## src/rtl/p2p_dsm_pkg.sv

```systemverilog
package p2p_dsm_pkg;
   typedef enum logic {
      IMPL_DIRECT      = 1'b0,
      IMPL_INTERLEAVED = 1'b1
   } impl_e;

   localparam int MIN_W = 4;
   localparam int MAX_W = 30;
endpackage

```

## src/rtl/p2p_dsm_clamp.sv

```systemverilog
module p2p_dsm_clamp #(
   parameter int W = 12
) (
   input  logic signed [W-1:0] u_i,
   output logic signed [W-1:0] u_o
);
   localparam int F = W - 2;
   localparam logic signed [W-1:0] FS = W'(1) << F;

   always_comb begin
      if (u_i > FS)       u_o = FS;
      else if (u_i < -FS) u_o = -FS;
      else                u_o = u_i;
   end
endmodule

```

## src/rtl/p2p_dsm_direct.sv

```systemverilog
module p2p_dsm_direct #(
   parameter int W = 12
) (
   input  logic                clk,
   input  logic                rst_n,
   input  logic                mode_bp_i,
   input  logic signed [W-1:0] u_i,
   output logic                bit_o
);
   localparam int F  = W - 2;
   localparam int YW = W + 1;
   localparam logic signed [YW-1:0] FS = YW'(1) << F;

   logic signed [YW-1:0] u_x;
   logic signed [YW-1:0] r1_q, r2_q;
   logic signed [YW-1:0] y, r_nx;
   logic                 q;

   assign u_x = {u_i[W-1], u_i};

   always_comb begin
      y    = mode_bp_i ? (u_x - r2_q) : (u_x + r1_q);
      q    = ~y[YW-1];
      r_nx = q ? (y - FS) : (y + FS);
   end

   always_ff @(posedge clk or negedge rst_n) begin
      if (!rst_n) begin
         r1_q  <= '0;
         r2_q  <= '0;
         bit_o <= 1'b0;
      end else begin
         r1_q  <= r_nx;
         r2_q  <= r1_q;
         bit_o <= q;
      end
   end

   // stored residual never leaves the full-scale band
   p_resid_bound_r6: assert property (@(posedge clk) disable iff (!rst_n)
      (r1_q <= FS) && (r1_q >= -FS));

   // the older tap is bounded too
   p_resid2_bound_r6: assert property (@(posedge clk) disable iff (!rst_n)
      (r2_q <= FS) && (r2_q >= -FS));
endmodule

```

## src/rtl/p2p_dsm_interleaved.sv

```systemverilog
module p2p_dsm_interleaved #(
   parameter int W = 12
) (
   input  logic                clk,
   input  logic                rst_n,
   input  logic                mode_bp_i,
   input  logic signed [W-1:0] u_i,
   output logic                bit_o
);
   localparam int F      = W - 2;
   localparam int YW     = W + 1;
   localparam int NCOPY  = 2;
   localparam int PHW    = 2;
   localparam logic signed [YW-1:0] FS = YW'(1) << F;

   logic [PHW-1:0]       ph_q;
   logic signed [YW-1:0] s_q [NCOPY];
   logic signed [YW-1:0] u_x, u_c, s_sel, s_nx, r_nx;
   logic                 neg, sel, qc;

   assign u_x = {u_i[W-1], u_i};

   always_comb begin
      neg   = mode_bp_i & ph_q[1];
      sel   = mode_bp_i & ph_q[0];
      u_c   = neg ? -u_x : u_x;
      s_sel = s_q[sel];
      s_nx  = s_sel + u_c;
      // negated phases break the tie the other way, so the sign flip is exact
      qc    = neg ? (s_nx > 0) : ~s_nx[YW-1];
      r_nx  = qc ? (s_nx - FS) : (s_nx + FS);
   end

   always_ff @(posedge clk or negedge rst_n) begin
      if (!rst_n) begin
         ph_q  <= '0;
         bit_o <= 1'b0;
      end else begin
         ph_q  <= ph_q + 1'b1;
         bit_o <= qc ^ neg;
      end
   end

   for (genvar k = 0; k < NCOPY; k++) begin : g_copy
      always_ff @(posedge clk or negedge rst_n) begin
         if (!rst_n)                 s_q[k] <= '0;
         else if (sel == k[0])       s_q[k] <= r_nx;
      end

      // each copy's residual stays within full scale
      p_copy_bound_r6: assert property (@(posedge clk) disable iff (!rst_n)
         (s_q[k] <= FS) && (s_q[k] >= -FS));

      // a copy not selected for this sample keeps its state
      p_copy_hold_r7: assert property (@(posedge clk) disable iff (!rst_n)
         (sel != k[0]) |=> (s_q[k] == $past(s_q[k])));
   end
endmodule

```

## src/rtl/p2p_dsm.sv

```systemverilog
module p2p_dsm #(
   parameter int                 W    = 12,
   parameter p2p_dsm_pkg::impl_e IMPL = p2p_dsm_pkg::IMPL_DIRECT
) (
   input  logic                clk,
   input  logic                rst_n,
   input  logic                mode_bp_i,
   input  logic signed [W-1:0] u_i,
   output logic                bit_o
);
   localparam int FS_I = 2 ** (W - 2);

   if (W < p2p_dsm_pkg::MIN_W || W > p2p_dsm_pkg::MAX_W) begin : g_bad_w
      $error("p2p_dsm: W out of supported range");
   end

   logic signed [W-1:0] u_lim;

   p2p_dsm_clamp #(.W(W)) u_clamp (
      .u_i (u_i),
      .u_o (u_lim)
   );

   if (IMPL == p2p_dsm_pkg::IMPL_INTERLEAVED) begin : g_ilv
      p2p_dsm_interleaved #(.W(W)) u_core (
         .clk       (clk),
         .rst_n     (rst_n),
         .mode_bp_i (mode_bp_i),
         .u_i       (u_lim),
         .bit_o     (bit_o)
      );
   end else begin : g_dir
      p2p_dsm_direct #(.W(W)) u_core (
         .clk       (clk),
         .rst_n     (rst_n),
         .mode_bp_i (mode_bp_i),
         .u_i       (u_lim),
         .bit_o     (bit_o)
      );
   end

   // lowpass loop at or above full scale must emit +1 on the next edge
   p_fullscale_high_r3: assert property (@(posedge clk) disable iff (!rst_n)
      (!mode_bp_i && (int'(u_i) >= FS_I)) |=> bit_o);

   // a clamped sample never exceeds full scale
   p_clamp_range_r1: assert property (@(posedge clk) disable iff (!rst_n)
      (int'(u_lim) <= FS_I) && (int'(u_lim) >= -FS_I));
endmodule

```

## config.mk

```make
export PLATFORM = sky130hd
export DESIGN_NAME = p2p_dsm
export DESIGN_NICKNAME = d
export VERILOG_FILES = /design/src/rtl/p2p_dsm_pkg.sv /design/src/rtl/p2p_dsm_clamp.sv /design/src/rtl/p2p_dsm_direct.sv /design/src/rtl/p2p_dsm_interleaved.sv /design/src/rtl/p2p_dsm.sv
export SDC_FILE = /design/constraint.sdc
export NUM_CORES = 1
export LEC_CHECK = 0
export ABC_AREA = 1
export BUFFER_PORTS_ARGS = -buffer_cell sky130_fd_sc_hd__buf_2
export CORE_ASPECT_RATIO = 0.9
export CORE_MARGIN = 2
export CORE_UTILIZATION = 50
export DETAILED_ROUTE_END_ITERATION = 8
export PLACE_DENSITY_LB_ADDON = 0.3
export RECOVER_POWER = 50
export SYNTH_ARGS = -nofsm -noshare
export SYNTH_HDL_FRONTEND = slang
export SYNTH_HIERARCHICAL = 1
export SYNTH_SLANG_ARGS = --single-unit
```

## constraint.sdc

```tcl
create_clock -name clk -period 2.8 [get_ports clk]
set_input_delay 0.84 -clock clk [delete_from_list [all_inputs] [get_ports clk]]
set_output_delay 0.84 -clock clk [all_outputs]
set_load 0.05 [all_outputs]
```

== Word level (Yosys, flattened, before mapping) ==
Index checks and enable logic that the tools add are counted.
Operators by class
  $add $sub $neg: 4
  order comparisons: 2
  mux-type cells: 4
  bitwise logic cells: 1
Operators with widths (count)
  two-way mux 13 bit: 2
  two-way mux 12 bit: 2
  adder 12 x 13 -> 13 bit: 1
  adder 13 x 12 -> 13 bit, second input constant: 1
  subtractor 12 x 13 -> 13 bit: 1
  subtractor 13 x 12 -> 13 bit, second input constant: 1
  > comparator 12 bit, second input constant: 1
  less-than comparator 12 x 11 -> 1 bit, second input constant: 1
  NOT 1 bit: 1
Storage, ports and cells
  flip-flop bits (word level): 27
  bits of input ports: 15
  output and inout bits: 1

== Logic depth before layout (Yosys ltp) ==
  depth after elaboration: 7
  gate-level depth with buffers: 18
  gate-level depth less buffers: 18

== By module ==
Netlist, hierarchy kept.
By module, submodules not included
  p2p_dsm_direct: instances 1, cells an instance 203, area each 1730.4 µm², sequential area each 675.6 µm²
  p2p_dsm_clamp: instances 1, cells an instance 35, area each 142.6 µm², sequential area each 0.0 µm²

== Worst setup path before layout ==
No wires, ideal clock.
  path kind: input-to-reg
  start: input u_i[11]
  end: register g_dir.u_core.r1_q[11]
  library setup time: 0.114 ns
  arrival time: 2.922 ns
  required time: 2.686 ns
  slack: -0.235 ns
  stages on the path: 16
  cell sequence: inv_1 -> nand2_1 -> nor2_4 -> nor2_1 -> inv_1 -> ha_1 -> inv_1 -> fa_1 -> nand2_1 -> nand2_1 -> nand3_1 -> nand3_1 -> nand3_1 -> nand2_1 -> fa_1 -> inv_1
Between the ends
  longest elaborated chain between the ends: 7
  elaborated cells on any way between the ends: 10
Ends and longest elaborated chain
  from (decl): RTL line p2p_dsm.sv:8  | input logic signed [W-1:0] u_i,
  less-than comparator 12 x 11 -> 1 bit: RTL line p2p_dsm_clamp.sv:12  | else if (u_i < -FS) u_o = -FS;
  two-way mux 12 bit: RTL line p2p_dsm_clamp.sv:12
  two-way mux 12 bit (*): RTL line p2p_dsm_clamp.sv:11  | if (u_i > FS) u_o = FS;
  via u_lim[0]: RTL line p2p_dsm.sv:17  | logic signed [W-1:0] u_lim;
  adder 12 x 13 -> 13 bit / subtractor 12 x 13 -> 13 bit (equally long branches): RTL line p2p_dsm_direct.sv:22  | y = mode_bp_i ? (u_x - r2_q) : (u_x + r1_q);
  two-way mux 13 bit (*): RTL line p2p_dsm_direct.sv:22
  subtractor 13 x 12 -> 13 bit / adder 13 x 12 -> 13 bit (equally long branches): RTL line p2p_dsm_direct.sv:24  | r_nx = q ? (y - FS) : (y + FS);
  two-way mux 13 bit (*): RTL line p2p_dsm_direct.sv:24
  via g_dir.u_core.r_nx[11]: RTL line p2p_dsm_direct.sv:16  | logic signed [YW-1:0] y, r_nx;
  to (signal assigned): RTL line p2p_dsm_direct.sv:33  | r1_q <= r_nx;
  to (decl): RTL line p2p_dsm_direct.sv:15  | logic signed [YW-1:0] r1_q, r2_q;
Mark *: on every way through the listed nets, which the timed path passes. The rest lies on a longest branch.

== Worst setup path after layout ==
  start: register g_dir.u_core.r1_q[0]
  end: register g_dir.u_core.r1_q[11]
Between the ends
  longest elaborated chain between the ends: 4
  elaborated cells on any way between the ends: 5
Ends and longest elaborated chain (RTL line)
  adder 12 x 13 -> 13 bit (*): p2p_dsm_direct.sv:22
  two-way mux 13 bit (*): p2p_dsm_direct.sv:22
  subtractor 13 x 12 -> 13 bit / adder 13 x 12 -> 13 bit (equally long branches): p2p_dsm_direct.sv:24
  two-way mux 13 bit (*): p2p_dsm_direct.sv:24
  via g_dir.u_core.r_nx[11]: p2p_dsm_direct.sv:16
Marked as above.

==> flow_summary.toml <==
[finish]
fillerInstances = 286
antenna_cells = 0
final_cell_mix = "buf_4, nand2_1, dfrtp_1"
area_delta_synth_final_pct = 34.9
design_area_um2 = 2530
layout_commonest_cell = "buf_4"
layout-drive-gt1-share_pct = 35.0
nNetsFinal = 337

[setup_path]
cp.arrival_ns = 3.16
crit_fanout = 4
cp.buffers_inverters = 3
cp-end-kind = "flop"
critical-path-top-delay-family = "adder cells"
crit_chain = "inv_2 > buf_6 > nand4_1 > nor2_2 > nand2_2 > a21oi_2 > o21ai_1 > o21ai_1 > ha_1 > a21oi_2 > o21a_1 > nand3_2 > xor2_2 > fa_1 > inv_1"
slowest_delay_ns = 0.53
critPathRequiredTime_ns = 2.96
reg2reg_slack_ns = -0.20
slowest_stage = "fa_1"
timing_worst_setup_path_type = "reg2reg"
startpoint_type = "flop"

[timing]
period_needed_ns = 3.00
max_freq_mhz = 333
finalWorstSetupSlack_ns = -0.202
timing_hold_violations_final = 0
period_share_pct = 107
maxSlewHeadroom_pct = 8.75
setup_violations = 2
worst_pin_slew_ns = 1.37
fin_tns_setup_ns = -0.283
rsz0062_at_grt = "yes"
slew_violations = 0
finClkSkew_ns = 0.00685

[routing]
dr_total_vias = 1763
wl_um = 4380
wire_per_inst_um = 12.4
ant_nets = 0
drc = 0
drt_iter0_drc = 66
routed_via_density = 5.01
drtPass1Iterations = 4

[cts]
cts_tree = "built"
clkTransAtPathRegs_ns = 0.09
cts_root_buffer = "clkbuf_8"
cts_hold_buf = 0
clockBufferDepth = 2
cts_buffers = 3
h-tree-depth = 1
cts_sinks = 27
clk_latency_ns = 0.26

[yosys]
ys_seq_elements = 27
syn_nets = 268
synthesis.area_per_instance_um2 = 7.87
post_synth_num_cell_types = 29
yosysWarnings = 6
synthCells = 238
syn_area_um2 = 1870
synth_seq_area_share_pct = 36.1

[outcome]
violations = "setup timing"
status = "complete, but fails checks"

[die]
die_w_um = 68.5
fp.coreArea_um2 = 3650
ios = 16
row_count = 21
fp.dieH_um = 62.1
start_util_pct = 51.3
dieArea_um2 = 4250

[global_route]
grt_overflow = 0
grt_use_total_pct = 22.6
grt_pass1_vias = 1525
grt_pass1_wl_um = 6910
antenna_found_initial = 0
grt_max_degree = 28

[power]
power.density_nw_per_um2 = 1040
leakagePower_nw = 1.27
irDropWorstVdd_mv = 0.452

[placement]
place_area_um2 = 2390
portBuffers = 15
place_hpwl_um = 3500
gp_congestion = 0.895

[job]
cap_violations = 0

[worst_hold_path]
hold_path_class = "reg2reg"
[sequential cells by signal, indices dropped and copies added, names as in the netlist]
register,cells
g_dir.u_core/r2_q,13
g_dir.u_core/r1_q,13
g_dir.u_core/bit_o,1
[through the flow]
stage               util (%)  instances  hold WS [ns]  power, W  setup WS (ns)
floorplan                  -        238         0.354   0.00163         -0.116
global placement        65.6        343         0.360   0.00221         -0.346
detailed placement      65.6        343         0.360   0.00227         -0.361
CTS                     67.9        348         0.394   0.00254         -0.126
global route            69.2        352         0.416   0.00286         -0.411
finish                  69.2        352         0.403   0.00263         -0.202
[power breakdown]
part	switching (W)	internal [W]	total, W
logic	0.000882	0.000806	0.00169
registers	0.000125	0.000600	0.000725
clock network	0.000110	0.000102	0.000211
total	0.00112	0.00151	0.00263
[final timing paths]
path	to	depth (start not counted)	from
setup reg to reg	g_dir.u_core/r1_q[11]$_DFF_PN0_	15	g_dir.u_core/r1_q[0]$_DFF_PN0_
max in group asynchronous	g_dir.u_core/r2_q[12]$_DFF_PN0_	1	rst_n
setup / recovery	g_dir.u_core/r1_q[11]$_DFF_PN0_	15	g_dir.u_core/r1_q[0]$_DFF_PN0_
min in group asynchronous	g_dir.u_core/r1_q[0]$_DFF_PN0_	1	rst_n
hold reg to reg	g_dir.u_core/r2_q[11]$_DFF_PN0_	0	g_dir.u_core/r1_q[11]$_DFF_PN0_
hold / removal	g_dir.u_core/r2_q[11]$_DFF_PN0_	0	g_dir.u_core/r1_q[11]$_DFF_PN0_
[worst register-to-register path, stage by stage, from the launching register on]
cell and delay [ns]:
dfrtp_1 0.40, inv_2 0.11, buf_6 0.11, nand4_1 0.19
nor2_2 0.21, nand2_2 0.08, a21oi_2 0.11, o21ai_1 0.06
o21ai_1 0.12, ha_1 0.32, a21oi_2 0.18, o21a_1 0.16
nand3_2 0.11, xor2_2 0.18, fa_1 0.53, inv_1 0.04
[cell type report]
class | count | area (µm²) | share of cell area, %
Clock buffer | 4 | 45.0 | 1.78
Multi-Input combinational cell | 183 | 1190 | 46.9
Inverter | 25 | 93.8 | 3.71
Sequential cell | 27 | 676 | 26.7
Tap cell | 46 | 57.6 | 2.28
Timing Repair Buffer | 67 | 469 | 18.6
[per-layer routing]
metal,up-vias,track usage (%),share of wire [%]
met5,-,0,0
met4,0,4.29,0.82
met3,4,2.16,2.4
met2,29,38.2,48
met1,814,32.0,49
li1,916,-,-
[logic make-up after synthesis]
logic type | share of synthesized area (%)
buf+inv | 5.88
xor+xnor | 6.55
flops | 36.1
simple gates | 28.2
compound gates | 11.4
mux | 1.07
fa+ha+maj | 10.8
[Yosys cell counts (all sizes together)]
master	count	share of area, %
a2bb2oi	1	0.47
clkbuf	1	0.20
a31oi	2	0.67
xnor2	7	3.3
a22oi	1	0.40
ha	13	8.7
nand3	22	6.1
inv	25	5.0
or2	1	0.33
buf	2	0.67
mux2i	2	1.1
dfrtp	27	36
o21bai	1	0.40
o21a	3	1.2
a21oi	13	3.5
nor2	35	9.2
fa	2	2.1
nor3	3	0.80
xor2	7	3.3
o21ai	18	4.8
nand4	2	0.67
nand2	50	11
[repair_timing]
item                                    4_1_cts  5_1_grt
gates cloned                                  0        0
hold endpoints to repair                      0        0
pin swaps                                     4        9
endpoints found under the setup margin        2        3
gates resized for setup                      10       12
setup buffers                                 1        4
Note: power is estimated with default switching activity, not from simulation.
